[src/rtl/rib_pkg.sv]
package rib_pkg;
    typedef enum logic [1:0] {
        SRC_NONE = 2'd0,
        SRC_OV   = 2'd1,
        SRC_TOV  = 2'd2,
        SRC_RES  = 2'd3
    } src_kind_e;

    localparam int VEC_OV   = 2;
    localparam int VEC_TOV  = 4;
    localparam int VEC_BASE = 6;
endpackage

[src/rtl/rib_result_regs.sv]
module rib_result_regs #(
    parameter int NUM_ENTRIES = 16,
    parameter int DATA_W      = 12,
    parameter int ADDR_W      = $clog2(NUM_ENTRIES)
) (
    input  logic                   clk,
    input  logic                   rst_n,
    input  logic                   wr_en,
    input  logic [ADDR_W-1:0]      wr_addr,
    input  logic [DATA_W-1:0]      wr_data,
    input  logic                   rd_en,
    input  logic [ADDR_W-1:0]      rd_addr,
    output logic [DATA_W-1:0]      rd_val,
    output logic [NUM_ENTRIES-1:0] flags,
    output logic                   overwrite
);
    logic [DATA_W-1:0] mem_q [NUM_ENTRIES];

    // A write hitting a still-pending entry
    assign overwrite = wr_en && flags[wr_addr];

    always_ff @(posedge clk) begin
        if (!rst_n) begin
            for (int i = 0; i < NUM_ENTRIES; i++) begin
                mem_q[i] <= '0;
                flags[i] <= 1'b0;
            end
            rd_val <= '0;
        end else begin
            if (rd_en) rd_val <= mem_q[rd_addr];
            for (int i = 0; i < NUM_ENTRIES; i++) begin
                if (wr_en && wr_addr == ADDR_W'(i)) begin
                    mem_q[i] <= wr_data;
                    flags[i] <= 1'b1;          // write wins over read
                end else if (rd_en && rd_addr == ADDR_W'(i)) begin
                    flags[i] <= 1'b0;
                end
            end
        end
    end

    AST_FLAG_SET_ON_WRITE: assert property (@(posedge clk) disable iff (!rst_n)
        wr_en |=> flags[$past(wr_addr)]);
    AST_FLAG_CLR_ON_READ: assert property (@(posedge clk) disable iff (!rst_n)
        (rd_en && !(wr_en && wr_addr == rd_addr)) |=> !flags[$past(rd_addr)]);
    AST_COLLIDE_KEEPS_FLAG: assert property (@(posedge clk) disable iff (!rst_n)
        (rd_en && wr_en && wr_addr == rd_addr) |=> flags[$past(rd_addr)]);
    AST_RDATA_HOLD: assert property (@(posedge clk) disable iff (!rst_n)
        !rd_en |=> $stable(rd_val));
endmodule

[src/rtl/rib_err_flags.sv]
module rib_err_flags (
    input  logic clk,
    input  logic rst_n,
    input  logic ov_set,
    input  logic ov_clr,
    input  logic tov_set,
    input  logic tov_clr,
    output logic ov_q,
    output logic tov_q
);
    always_ff @(posedge clk) begin
        if (!rst_n) begin
            ov_q  <= 1'b0;
            tov_q <= 1'b0;
        end else begin
            if (ov_set)       ov_q <= 1'b1;
            else if (ov_clr)  ov_q <= 1'b0;
            if (tov_set)      tov_q <= 1'b1;
            else if (tov_clr) tov_q <= 1'b0;
        end
    end

    AST_OV_RAISED: assert property (@(posedge clk) disable iff (!rst_n)
        ov_set |=> ov_q);
    AST_TOV_RAISED: assert property (@(posedge clk) disable iff (!rst_n)
        tov_set |=> tov_q);
    AST_OV_ACKED: assert property (@(posedge clk) disable iff (!rst_n)
        (ov_clr && !ov_set) |=> !ov_q);
endmodule

[src/rtl/rib_prio_enc.sv]
module rib_prio_enc
    import rib_pkg::*;
#(
    parameter int NUM_ENTRIES = 16,
    parameter int VEC_W       = $clog2(2*NUM_ENTRIES+6)
) (
    input  logic                   req_ov,
    input  logic                   req_tov,
    input  logic [NUM_ENTRIES-1:0] req_res,
    output logic [VEC_W-1:0]       vec,
    output src_kind_e              kind
);
    logic [NUM_ENTRIES:0]   seen;
    logic [NUM_ENTRIES-1:0] grant;

    assign seen[0] = req_ov | req_tov;

    // Ripple chain: lower index outranks higher
    for (genvar gi = 0; gi < NUM_ENTRIES; gi++) begin : g_chain
        assign grant[gi]    = req_res[gi] & ~seen[gi];
        assign seen[gi + 1] = seen[gi] | req_res[gi];
    end

    always_comb begin
        vec  = '0;
        kind = SRC_NONE;
        if (req_ov) begin
            vec  = VEC_W'(VEC_OV);
            kind = SRC_OV;
        end else if (req_tov) begin
            vec  = VEC_W'(VEC_TOV);
            kind = SRC_TOV;
        end else begin
            for (int i = 0; i < NUM_ENTRIES; i++) begin
                if (grant[i]) begin
                    vec  = VEC_W'(VEC_BASE + 2*i);
                    kind = SRC_RES;
                end
            end
        end
    end

    always_comb begin
        AST_ONE_GRANT: assert ($onehot0(grant));
    end
endmodule

[src/rtl/result_bank_irq.sv]
module result_bank_irq
    import rib_pkg::*;
#(
    parameter int NUM_ENTRIES = 16,
    parameter int DATA_W      = 12,
    parameter int REG_W       = 16,
    parameter int ADDR_W      = $clog2(NUM_ENTRIES),
    parameter int VEC_W       = $clog2(2*NUM_ENTRIES+6)
) (
    input  logic                   clk,
    input  logic                   rst_n,
    input  logic                   wr_en,
    input  logic [ADDR_W-1:0]      wr_addr,
    input  logic [DATA_W-1:0]      wr_data,
    input  logic                   tov_evt,
    input  logic                   rd_en,
    input  logic [ADDR_W-1:0]      rd_addr,
    output logic [REG_W-1:0]       rd_data,
    input  logic                   ie_wr,
    input  logic [NUM_ENTRIES+1:0] ie_wdata,
    input  logic                   vec_rd,
    output logic                   irq,
    output logic [VEC_W-1:0]       irq_vec
);
    localparam int PAD_W  = REG_W - DATA_W;
    localparam int IE_W   = NUM_ENTRIES + 2;
    localparam int IE_OV  = NUM_ENTRIES;
    localparam int IE_TOV = NUM_ENTRIES + 1;

    logic [DATA_W-1:0]      rd_val;
    logic [NUM_ENTRIES-1:0] flags;
    logic                   overwrite;
    logic                   ov_q, tov_q;
    logic [IE_W-1:0]        ie_q;
    src_kind_e              kind;

    always_ff @(posedge clk) begin
        if (!rst_n)     ie_q <= '0;
        else if (ie_wr) ie_q <= ie_wdata;
    end

    rib_result_regs #(
        .NUM_ENTRIES(NUM_ENTRIES), .DATA_W(DATA_W), .ADDR_W(ADDR_W)
    ) u_regs (
        .clk(clk), .rst_n(rst_n),
        .wr_en(wr_en), .wr_addr(wr_addr), .wr_data(wr_data),
        .rd_en(rd_en), .rd_addr(rd_addr), .rd_val(rd_val),
        .flags(flags), .overwrite(overwrite)
    );

    rib_err_flags u_err (
        .clk(clk), .rst_n(rst_n),
        .ov_set(overwrite), .ov_clr(vec_rd && kind == SRC_OV),
        .tov_set(tov_evt),  .tov_clr(vec_rd && kind == SRC_TOV),
        .ov_q(ov_q), .tov_q(tov_q)
    );

    rib_prio_enc #(
        .NUM_ENTRIES(NUM_ENTRIES), .VEC_W(VEC_W)
    ) u_prio (
        .req_ov(ov_q & ie_q[IE_OV]),
        .req_tov(tov_q & ie_q[IE_TOV]),
        .req_res(flags & ie_q[NUM_ENTRIES-1:0]),
        .vec(irq_vec),
        .kind(kind)
    );

    assign irq     = (ov_q & ie_q[IE_OV]) | (tov_q & ie_q[IE_TOV])
                   | (|(flags & ie_q[NUM_ENTRIES-1:0]));
    assign rd_data = {{PAD_W{1'b0}}, rd_val};

    AST_IRQ_MATCHES_VEC: assert property (@(posedge clk) disable iff (!rst_n)
        irq == (irq_vec != '0));
    AST_MASKED_QUIET: assert property (@(posedge clk) disable iff (!rst_n)
        (ie_q == '0) |-> !irq);
    AST_NO_OVERFLOW_ON_FRESH: assert property (@(posedge clk) disable iff (!rst_n)
        (!ov_q && !overwrite) |=> !ov_q);
    AST_VEC_ACK_KEEPS_RES: assert property (@(posedge clk) disable iff (!rst_n)
        (vec_rd && !rd_en) |=> (flags & $past(flags)) == $past(flags));
endmodule

[config.mk]
export PLATFORM = sky130hd
export DESIGN_NAME = result_bank_irq
export DESIGN_NICKNAME = d
export VERILOG_FILES = /design/src/rtl/rib_pkg.sv /design/src/rtl/rib_result_regs.sv /design/src/rtl/rib_err_flags.sv /design/src/rtl/rib_prio_enc.sv /design/src/rtl/result_bank_irq.sv
export SDC_FILE = /design/constraint.sdc
export NUM_CORES = 1
export LEC_CHECK = 0
export BUFFER_PORTS_ARGS = -buffer_cell sky130_fd_sc_hd__buf_2
export CORE_UTILIZATION = 50
export DETAILED_ROUTE_END_ITERATION = 12
export GPL_TIMING_DRIVEN = 0
export HOLD_SLACK_MARGIN = 0.03
export PLACE_DENSITY_LB_ADDON = 0.05
export SETUP_SLACK_MARGIN = 0.5
export SLEW_MARGIN = 20
export SYNTH_ARGS = -nofsm -noshare
export SYNTH_HDL_FRONTEND = slang
export SYNTH_SLANG_ARGS = --single-unit
[constraint.sdc]
create_clock -name clk -period 5 [get_ports clk]
set_clock_uncertainty 0.2 [all_clocks]
set_input_delay 0.5 -clock clk [delete_from_list [all_inputs] [get_ports clk]]
set_output_delay 0.5 -clock clk [all_outputs]
set_load 0.005 [all_outputs]
## Word level (Yosys, flattened, before mapping)

Memories as Yosys holds them, arrays and structs flattened. A register that Yosys moved wholly into a read port is not among the register bits.
Cells that the tools add are included.

| cells by class | value |
|---|---|
| equality and inequality tests | 32 |
| bitwise gates (word level) | 68 |
| reductions and logical operators | 57 |
| magnitude comparators | 1 |
| mux-type cells | 139 |

Operator list:

| cell | count |
|---|---|
| $mux 12 | 16 |
| $mux 1 | 86 |
| $eq 4x4->1 const B | 16 |
| $mux 5 | 8 |
| $mux 2 | 18 |
| $reduce_bool 2->1 | 18 |
| $logic_and 1x1->1 | 35 |
| $or 1x1->1 | 33 |
| $eq 4x3->1 const B | 8 |
| $mux 6 | 5 |
| $and 1x1->1 | 18 |
| $and 16x16->16 | 1 |
| $eq 4x2->1 const B | 4 |
| $mux 4 | 4 |
| $not 1->1 | 16 |
| $reduce_or 16->1 | 1 |
| $eq 4x1->1 const B | 2 |
| $logic_not 4->1 | 2 |
| $lt 4x5->1 const B | 1 |
| $bmux 1 s4 | 1 |
| $mux 3 | 1 |
| $eq 2x1->1 const B | 1 |
| $eq 2x2->1 const B | 1 |
| $logic_not 1->1 | 1 |

| storage, ports and cells | value |
|---|---|
| bits in writable memories | 192 |
| memories kept | 1 |
| bits in registers | 36 |
| word-level logic and storage cells | 317 |

Memories:

| name | depth | width | rd ports | clocked after memory_dff | wr ports | line | source |
|---|---|---|---|---|---|---|---|
| u_regs.mem_q | 16 | 12 | 1 | 1 | 16 | rib_result_regs.sv:17 | `logic [DATA_W-1:0] mem_q [NUM_ENTRIES];` |

## Logic depth before layout (Yosys ltp)

Gate-level depths: netlist of the first run.

| depth | value |
|---|---|
| word-level depth | 26 |
| gate-level depth with buffers | 6 |
| gate-level depth less buffers | 5 |

## Cells and area by module

A second synthesis of the first run with hierarchy kept.

| unflattened totals | value |
|---|---|
| cells, all modules | 781 |
| area total of the unflattened synthesis | 10442.5 um^2 |

Modules (own cells, without submodules):

| module | instances | cells an instance | area an instance (um^2) |
|---|---|---|---|
| rib_result_regs | 1 | 643 | 9231.4 |
| result_bank_irq | 1 | 90 | 873.3 |
| rib_prio_enc | 1 | 42 | 255.2 |
| rib_err_flags | 1 | 6 | 82.6 |

## Least setup slack after synthesis of the first run

Ideal clock, no wire load.

| timing | value |
|---|---|
| kind | input port to flip-flop |
| from | in wr_addr[1] |
| to | mem u_regs.mem_q[8][0] (enable) |
| path buffers | 2 |
| setup time | 0.350 ns |
| data arrival time | 1.731 ns |
| data required time | 4.450 ns |
| slack | 2.719 ns |
| cell stages on the path | 5 |
| cell sequence | clkbuf_1 > nor3b_1 > nand2_1 > clkbuf_1 > nand2_1 |

RTL lines:

| element | line | source |
|---|---|---|
| start: declaration | result_bank_irq.sv:13 | `input logic [ADDR_W-1:0] wr_addr,` |
| end: declaration | rib_result_regs.sv:17 |  |

## Worst setup path in the final report of the first run

| timing | value |
|---|---|
| from | reg u_regs.flags[1] |
| to | out irq_vec[2] |

| between the ends | value |
|---|---|
| longest elaborated chain between the ends | 20 |
| elaborated cells between the ends (all ways) | 61 |
| classes of those cells | mux (17); bitwise (44) |

RTL lines:

| element | line | source |
|---|---|---|
| start: declaration | rib_result_regs.sv:14 | `output logic [NUM_ENTRIES-1:0] flags,` |
| start signal: indexed assignment | rib_result_regs.sv:26 | `flags[i] <= 1'b0;` |
| start signal: indexed assignment | rib_result_regs.sv:34 | `flags[i] <= 1'b1;` |
| start signal: indexed assignment | rib_result_regs.sv:36 | `flags[i] <= 1'b0;` |
| $and 16x16->16 (*) | result_bank_irq.sv:63 | `.req_res(flags & ie_q[NUM_ENTRIES-1:0]),` |
| $or 1x1->1 | rib_prio_enc.sv:21 | `assign seen[gi + 1] = seen[gi] \| req_res[gi];` |
| $not 1->1 / $or 1x1->1 (equally long branches) | rib_prio_enc.sv:20, rib_prio_enc.sv:21 |  |
| $and 1x1->1 (tied with other cells) | rib_prio_enc.sv:20 | `assign grant[gi] = req_res[gi] & ~seen[gi];` |
| $mux 4 (tied with other cells) (3 in a row) | rib_prio_enc.sv:35 | `if (grant[i]) begin` |
| $mux 5 (tied with other cells) (8 in a row) | rib_prio_enc.sv:35 |  |
| $mux 6 (tied with other cells) | rib_prio_enc.sv:35 |  |
| $mux 6 / $and 1x1->1 (equally long branches) | rib_prio_enc.sv:35, rib_prio_enc.sv:20 |  |
| $mux 6 (*) | rib_prio_enc.sv:35 |  |
| $mux 6 (*) | rib_prio_enc.sv:30 | `end else if (req_tov) begin` |
| $mux 6 (*) | rib_prio_enc.sv:27 | `if (req_ov) begin` |
| end: declaration | result_bank_irq.sv:23 | `output logic [VEC_W-1:0] irq_vec` |

Mark *: on every way between the ends. The rest lies on a longest branch, timed or not.

==> results of run 1 <==
-- sequential cells by signal, summed over array words and instances (netlist names) --
register       cells
u_regs.flags      16
u_err.tov_q        1
u_regs.rd_val     12
u_err.ov_q         1
ie_q              18
u_regs.mem_q     192
-- metrics by stage --
step	total power, uW	hold slack, ns	worst slack, ns	instance area [um^2]
floorplan	2600	0.255	2.72	10300
finish	4710	0.0426	2.10	11800
CTS	4730	0.0302	2.06	11800
detailed placement	2740	0.287	1.82	10900
global route	4850	0.0536	1.85	11800
global placement	2730	0.290	1.79	10900
-- layout make-up --
type | instances | area, um^2
inverters | 12 | 45.0
multi-input cells | 431 | 3220
well taps | 270 | 338
repair buffers | 55 | 280
clock inverters | 10 | 183
fillers | 1668 | 8410
flip-flops and latches | 240 | 6730
clock buffers | 34 | 712
plain buffers | 59 | 320
-- tightest hold or removal path: stages --
cell     delay (ns)
buf_2          0.08
mux2i_1        0.05
nor2b_1        0.09
-- cell usage in the layout (no fill, tap or decap), types with 3 or more instances in the layout --
master	count
edfxtp_1	192
nor2_1	125
nand2_1	71
buf_2	65
dfxtp_1	48
clkbuf_1	43
mux4_2	33
o21ai_0	28
clkbuf_16	27
nor2b_1	24
mux4_1	19
a21boi_0	18
mux2i_1	18
nand3_1	14
a31oi_1	14
a21oi_1	13
a22o_1	13
inv_1	12
a22oi_1	10
buf_4	5
conb_1	5
bufinv_16	5
a32o_1	3
nand2b_1	3
buf_6	3
a21oi_2	3
clkinvlp_4	3
-- kinds of logic (layout without fill, tap and decap cells) --
group,after synthesis,after routing,share of synthesized area
AOI/OAI and AO/OA,107,107,0.0699
buffers and inverters,71,170,0.0355
DFF,240,240,0.653
muxes,70,70,0.138
other,1,5,0.000364
and+or+nand+nor,249,249,0.103
-- power by group through the flow --
stage | combinational (uW) | sequential, uW | clock (uW)
after floorplan | 236 | 2360 | 0
after global placement | 357 | 2370 | 0
after detailed placement | 364 | 2380 | 0
after CTS | 366 | 2340 | 2030
after global routing | 389 | 2350 | 2110
final | 363 | 2340 | 2010
-- final timing paths --
check	end	slack [ns]	cells past startpoint
setup / recovery	irq_vec[2]	2.10	6
hold / removal	ie_q[1]$_SDFFE_PN0P_	0.04	3
setup reg to reg	u_regs.rd_val[5]$_SDFFE_PN0P_	3.06	4
hold reg to reg	u_err.ov_q$_SDFFE_PN0P_	0.30	2
-- metal layers --
layer,vias to the layer above,share of wire,track usage
li1,2914,-,-
met1,3286,0.43,0.333
met2,214,0.49,0.409
met3,34,0.058,0.0426
met4,0,0.023,0.0737
met5,-,0,0
-- cells in the mapped netlist, types with 5 or more instances --
library cell  count  area (um^2)
mux4_2           33          743
nor2b_1          24          150
clkbuf_1         37          139
a31oi_1          14         87.6
dfxtp_1          48          961
buf_2            11         55.1
edfxtp_1        192         5770
mux2i_1          18          180
nor2_1          125          469
mux4_1           19          499
nand3_1          14         70.1
nand2_1          71          267
a21oi_1          13         65.1
a22o_1           13          114
a22oi_1          10         75.1
buf_4             5         37.5
o21ai_0          28          140
a21boi_0         18          135
inv_1            12         45.0
==> results.yml, run 1 <==
timing:
  max_freq_mhz: 345
  setup_viol: 0
  finalCritPeriodShare: 0.580
  rsz0062_at_grt: "no"
  worstMarginPinSlew_ns: 0.775
  finalMaxSlewViolations: 0
  max_slew_margin: 0.482
  finalHoldViolations: 0
  tns_ns: 0
  period_needed_ns: 2.90
clock_network:
  cts_made_buffers: 25
  clockBufferDepth: 3
  cts_tree: "done"
  hold_buffers: 1
  path_clk_slew_ns: 0.06
  cts-resized-gates: 0
  post_cts_buffers: 0
  cts_htree_levels: 1
  clk_latency_ns: 0.52
  clock-sinks: 240
  cts_root_buf: "clkbuf_16"
power:
  intPower_uw: 3690
  p_clk_frac: 0.427
  pwr-share-comb: 0.077
  ir_worst_vdd_uv: 269
  p_switching_uw: 1010
  power_frac_seq: 0.496
  power_switching_share: 0.215
  p_leak_uw: 0.00429
  power_per_cell_area_mw_per_mm2: 398
setup_path:
  crit_buf_inv: 1
  crit_type: "flip-flop to primary output"
  end_kind: "primary output"
  crit_arrival_ns: 2.20
  cp_max_fo: 5
  crit_family: "compound AO/OA/AOI/OAI gates"
  crit_chain: "a22oi_1 -> nand4_1 -> and2b_1 -> a41oi_1 -> a21boi_0 -> buf_2"
  reg2reg_from: "u_regs.mem_q[1][5]$_SDFFCE_PN0P_"
  required_ns: 4.30
  cpMaxStageDelayCell: "dfxtp_1"
  cpPeakStageDelay_ns: 0.34
  crit_path_start_kind: "flip-flop"
  worstSetupStartpoint: "u_regs.flags[1]$_SDFFE_PN0P_"
logic_synthesis:
  ys.warnings.count: 0
  avgSynthCellArea_um2: 14.0
  synthArstFlopShare: 0
  synth_cells: 738
  seq_area_frac_synth: 0.653
  netlist_area_mm2: 0.0103
  ys_ff_latch: 240
  yosys_most_used_dff: "edfxtp_1"
  synth.distinct_cells: 40
  synth_edf_count: 192
placement:
  hpwl_mm: 18.1
  dp.cells: 1066
  port_buffers: 54
  gp_congestion: 0.827
job:
  drv_cap: 0
global_routing:
  grt_overflow: 0
  grt_max_degree: 16
  grt_pass1_vias: 6710
  grtUsageTotal: 0.246
  grt_pass1_wl_mm: 39.1
  antenna_found_initial: 0
drt:
  routedWlPerCell_um: 23.1
  ant_nets: 0
  drt-total-wl_mm: 25.7
  dr.pass1.iters: 4
  drc: 0
  drt_iter0_drc: 480
  via_count: 6448
  viasPerCell: 5.80
floorplanning:
  top_level_ports: 68
  dieArea_mm2: 0.0212
  die_h_um: 146
  rows: 52
  dieWidth_um: 146
  core_mm2: 0.0202
  start_util: 0.509
finish:
  instances_no_fill: 1111
  drive_gt1_frac: 0.181
  final_net_count: 869
  final_util: 0.584
  syn_to_final_growth_pct: 14.8
  antenna_cells: 0
worst_hold_path:
  hold_class: "input pin to flip-flop"
  worstHoldStart: "ie_wdata[1]"
status:
  outcome: "completed"
No activity file was read; power rests on OpenSTA's default activity.
==> run 2: changes to the inputs <==
- ABC_AREA: not set -> 1
- clock period: 5 -> 3 ns (I/O delays scaled with it)
==> results.yml, run 2 <==
status:
  outcome: "completed"
timing:
  tns_ns: 0
  rsz0062_at_grt: "no"
  worstMarginPinSlew_ns: 0.847
  finalMaxSlewViolations: 0
  finalHoldViolations: 0
  max_slew_margin: 0.435
  period_needed_ns: 2.36
  finalCritPeriodShare: 0.786
  max_freq_mhz: 424
  setup_viol: 0
clock_network:
  path_clk_slew_ns: 0.06
  cts_made_buffers: 26
  cts_htree_levels: 1
  cts_tree: "done"
  clk_latency_ns: 0.53
  clockBufferDepth: 3
  clock-sinks: 240
  cts_root_buf: "clkbuf_16"
finish:
  antenna_cells: 0
  largest_register_ffs: 192
  instances_no_fill: 1468
  final_net_count: 1228
  drive_gt1_frac: 0.111
  layout_commonest_cell: "nand2_1"
  regMostFlops: "u_regs.mem_q"
  reg_top3: "u_regs.mem_q x192, ie_q x18, u_regs.flags x16"
  final_cell_mix: "nand2_1, nor2_1, edfxtp_1"
  syn_to_final_growth_pct: 18.5
placement:
  hpwl_mm: 19.8
  dp.cells: 1378
  port_buffers: 60
  gp_congestion: 0.871
logic_synthesis:
  seq_area_frac_synth: 0.659
  yosys-top-cells-count: "nand2_1, nor2_1, edfxtp_1"
  synth_top_cell_area_share: 0.565
  synthTopCellsByArea: "edfxtp_1, nand2_1, dfxtp_1"
  synthArstFlopShare: 0
  synth_edf_count: 192
  ys_ff_latch: 240
  netlist_area_mm2: 0.0102
  synth.most_common_cell: "nand2_1"
  synth_cells: 1049
  avgSynthCellArea_um2: 9.73
  yosys.area.top_type: "edfxtp_1"
  ys.warnings.count: 0
  yosys_most_used_dff: "edfxtp_1"
  synth.distinct_cells: 24
job:
  drv_cap: 0
floorplanning:
  die_h_um: 145
  dieWidth_um: 145
  dieArea_mm2: 0.0210
  top_level_ports: 68
  core_mm2: 0.0197
  rows: 51
  start_util: 0.518
setup_path:
  end_kind: "primary output"
  cp_max_fo: 4
  crit_path_start_kind: "flip-flop"
  required_ns: 2.50
  crit_type: "flip-flop to primary output"
  crit_arrival_ns: 1.86
drt:
  via_count: 7874
  drt_iter0_drc: 662
  viasPerCell: 5.36
  routedWlPerCell_um: 19.7
  dr.pass1.iters: 5
  ant_nets: 0
  drt-total-wl_mm: 28.9
  drc: 0
global_routing:
  grtUsageTotal: 0.288
  grt_overflow: 0
  antenna_found_initial: 0
  grt_pass1_vias: 7584
  grt_max_degree: 14
  grt_pass1_wl_mm: 43.3
power:
  power_per_cell_area_mw_per_mm2: 621
  p_leak_uw: 0.00481
  ir_worst_vdd_uv: 440
worst_hold_path:
  hold_class: "input pin to flip-flop"
-- run 2: changes by cell type in the layout (fill, tap and decap cells not counted), sizes merged, moves of 24 or more --
cell / change
nor2b: -24
nand4: +27
nor2: +86
inv: +36
mux4: -52
nand2: +238
dlygate4sd3: +37
a22oi: +38
-- run 2: through the flow --
stage | setup WS, ns | instance area [um^2] | hold WS, ns | power, uW | utilization
2_1_floorplan | 1.06 | 10200 | 0.217 | 4290 | -
3_3_place_gp | 0.287 | 10900 | 0.254 | 4540 | 0.550
3_5_place_dp | 0.249 | 10900 | 0.260 | 4550 | 0.550
4_1_cts | 0.531 | 12000 | 0.0357 | 7530 | 0.611
5_1_grt | 0.508 | 12100 | 0.0666 | 7760 | 0.614
6_report | 0.641 | 12100 | 0.0416 | 7520 | 0.614
-- run 2: metal layers --
layer,track usage,part of all wire,vias up
li1,-,-,3783
met1,0.382,0.42,3767
met2,0.498,0.49,282
met3,0.0428,0.078,42
met4,0.0654,0.020,0
met5,0,0,-
-- run 2: final timing paths --
path                                                     end  cells past startpoint  slack, ns                         start
worst max-delay path                              irq_vec[2]                      8       0.64         ie_q[16]$_SDFFE_PN0P_
worst min-delay path                   ie_q[16]$_SDFFE_PN0P_                      3       0.04                         ie_wr
worst max register to register       u_err.ov_q$_SDFFE_PN0P_                      9       1.05  u_regs.flags[0]$_SDFFE_PN0P_
worst min register to register  u_regs.flags[6]$_SDFFE_PN0P_                      2       0.29  u_regs.flags[6]$_SDFFE_PN0P_
-- run 2: layout make-up --
| class | count | area, um^2 |
|---|---|---|
| Buffer | 65 | 297 |
| Clock buffer | 40 | 754 |
| Clock inverter | 8 | 40.0 |
| Fill cell | 1724 | 7620 |
| Inverter | 51 | 191 |
| Multi-Input combinational cell | 697 | 3050 |
| Sequential cell | 240 | 6730 |
| Tap cell | 265 | 332 |
| Timing Repair Buffer | 102 | 711 |
-- run 2: timing repair --
action | in CTS | in global routing
endpoints found under the setup margin | 4 | 2
endpoints found under the hold margin | 40 | 0
hold buffers | 38 | 0
pin swaps | 0 | 4
gates resized for setup | 3 | 10
setup buffers | 0 | 4
-- run 2: report_power, final --
part	total, uW	internal, uW	switching (uW)
sequential	3900	3830	71.9
combinational	637	198	439
clock	2980	1720	1260
-- run 2: critical path, stage by stage (launching register included) --
cell and delay, ns:
dfxtp_1 0.33, nand2_2 0.13, nand3_4 0.10, nor2_4 0.15
nand4_1 0.16, nor2_1 0.18, nor2_1 0.05, a21boi_1 0.10
buf_2 0.12
-- run 2: cell families after synthesis --
kind of cell,Yosys count,share of synthesized area
flops,240,0.659
simple gates,575,0.223
compound gates,117,0.0701
buf+inv,116,0.0478
other cells,1,0.000367
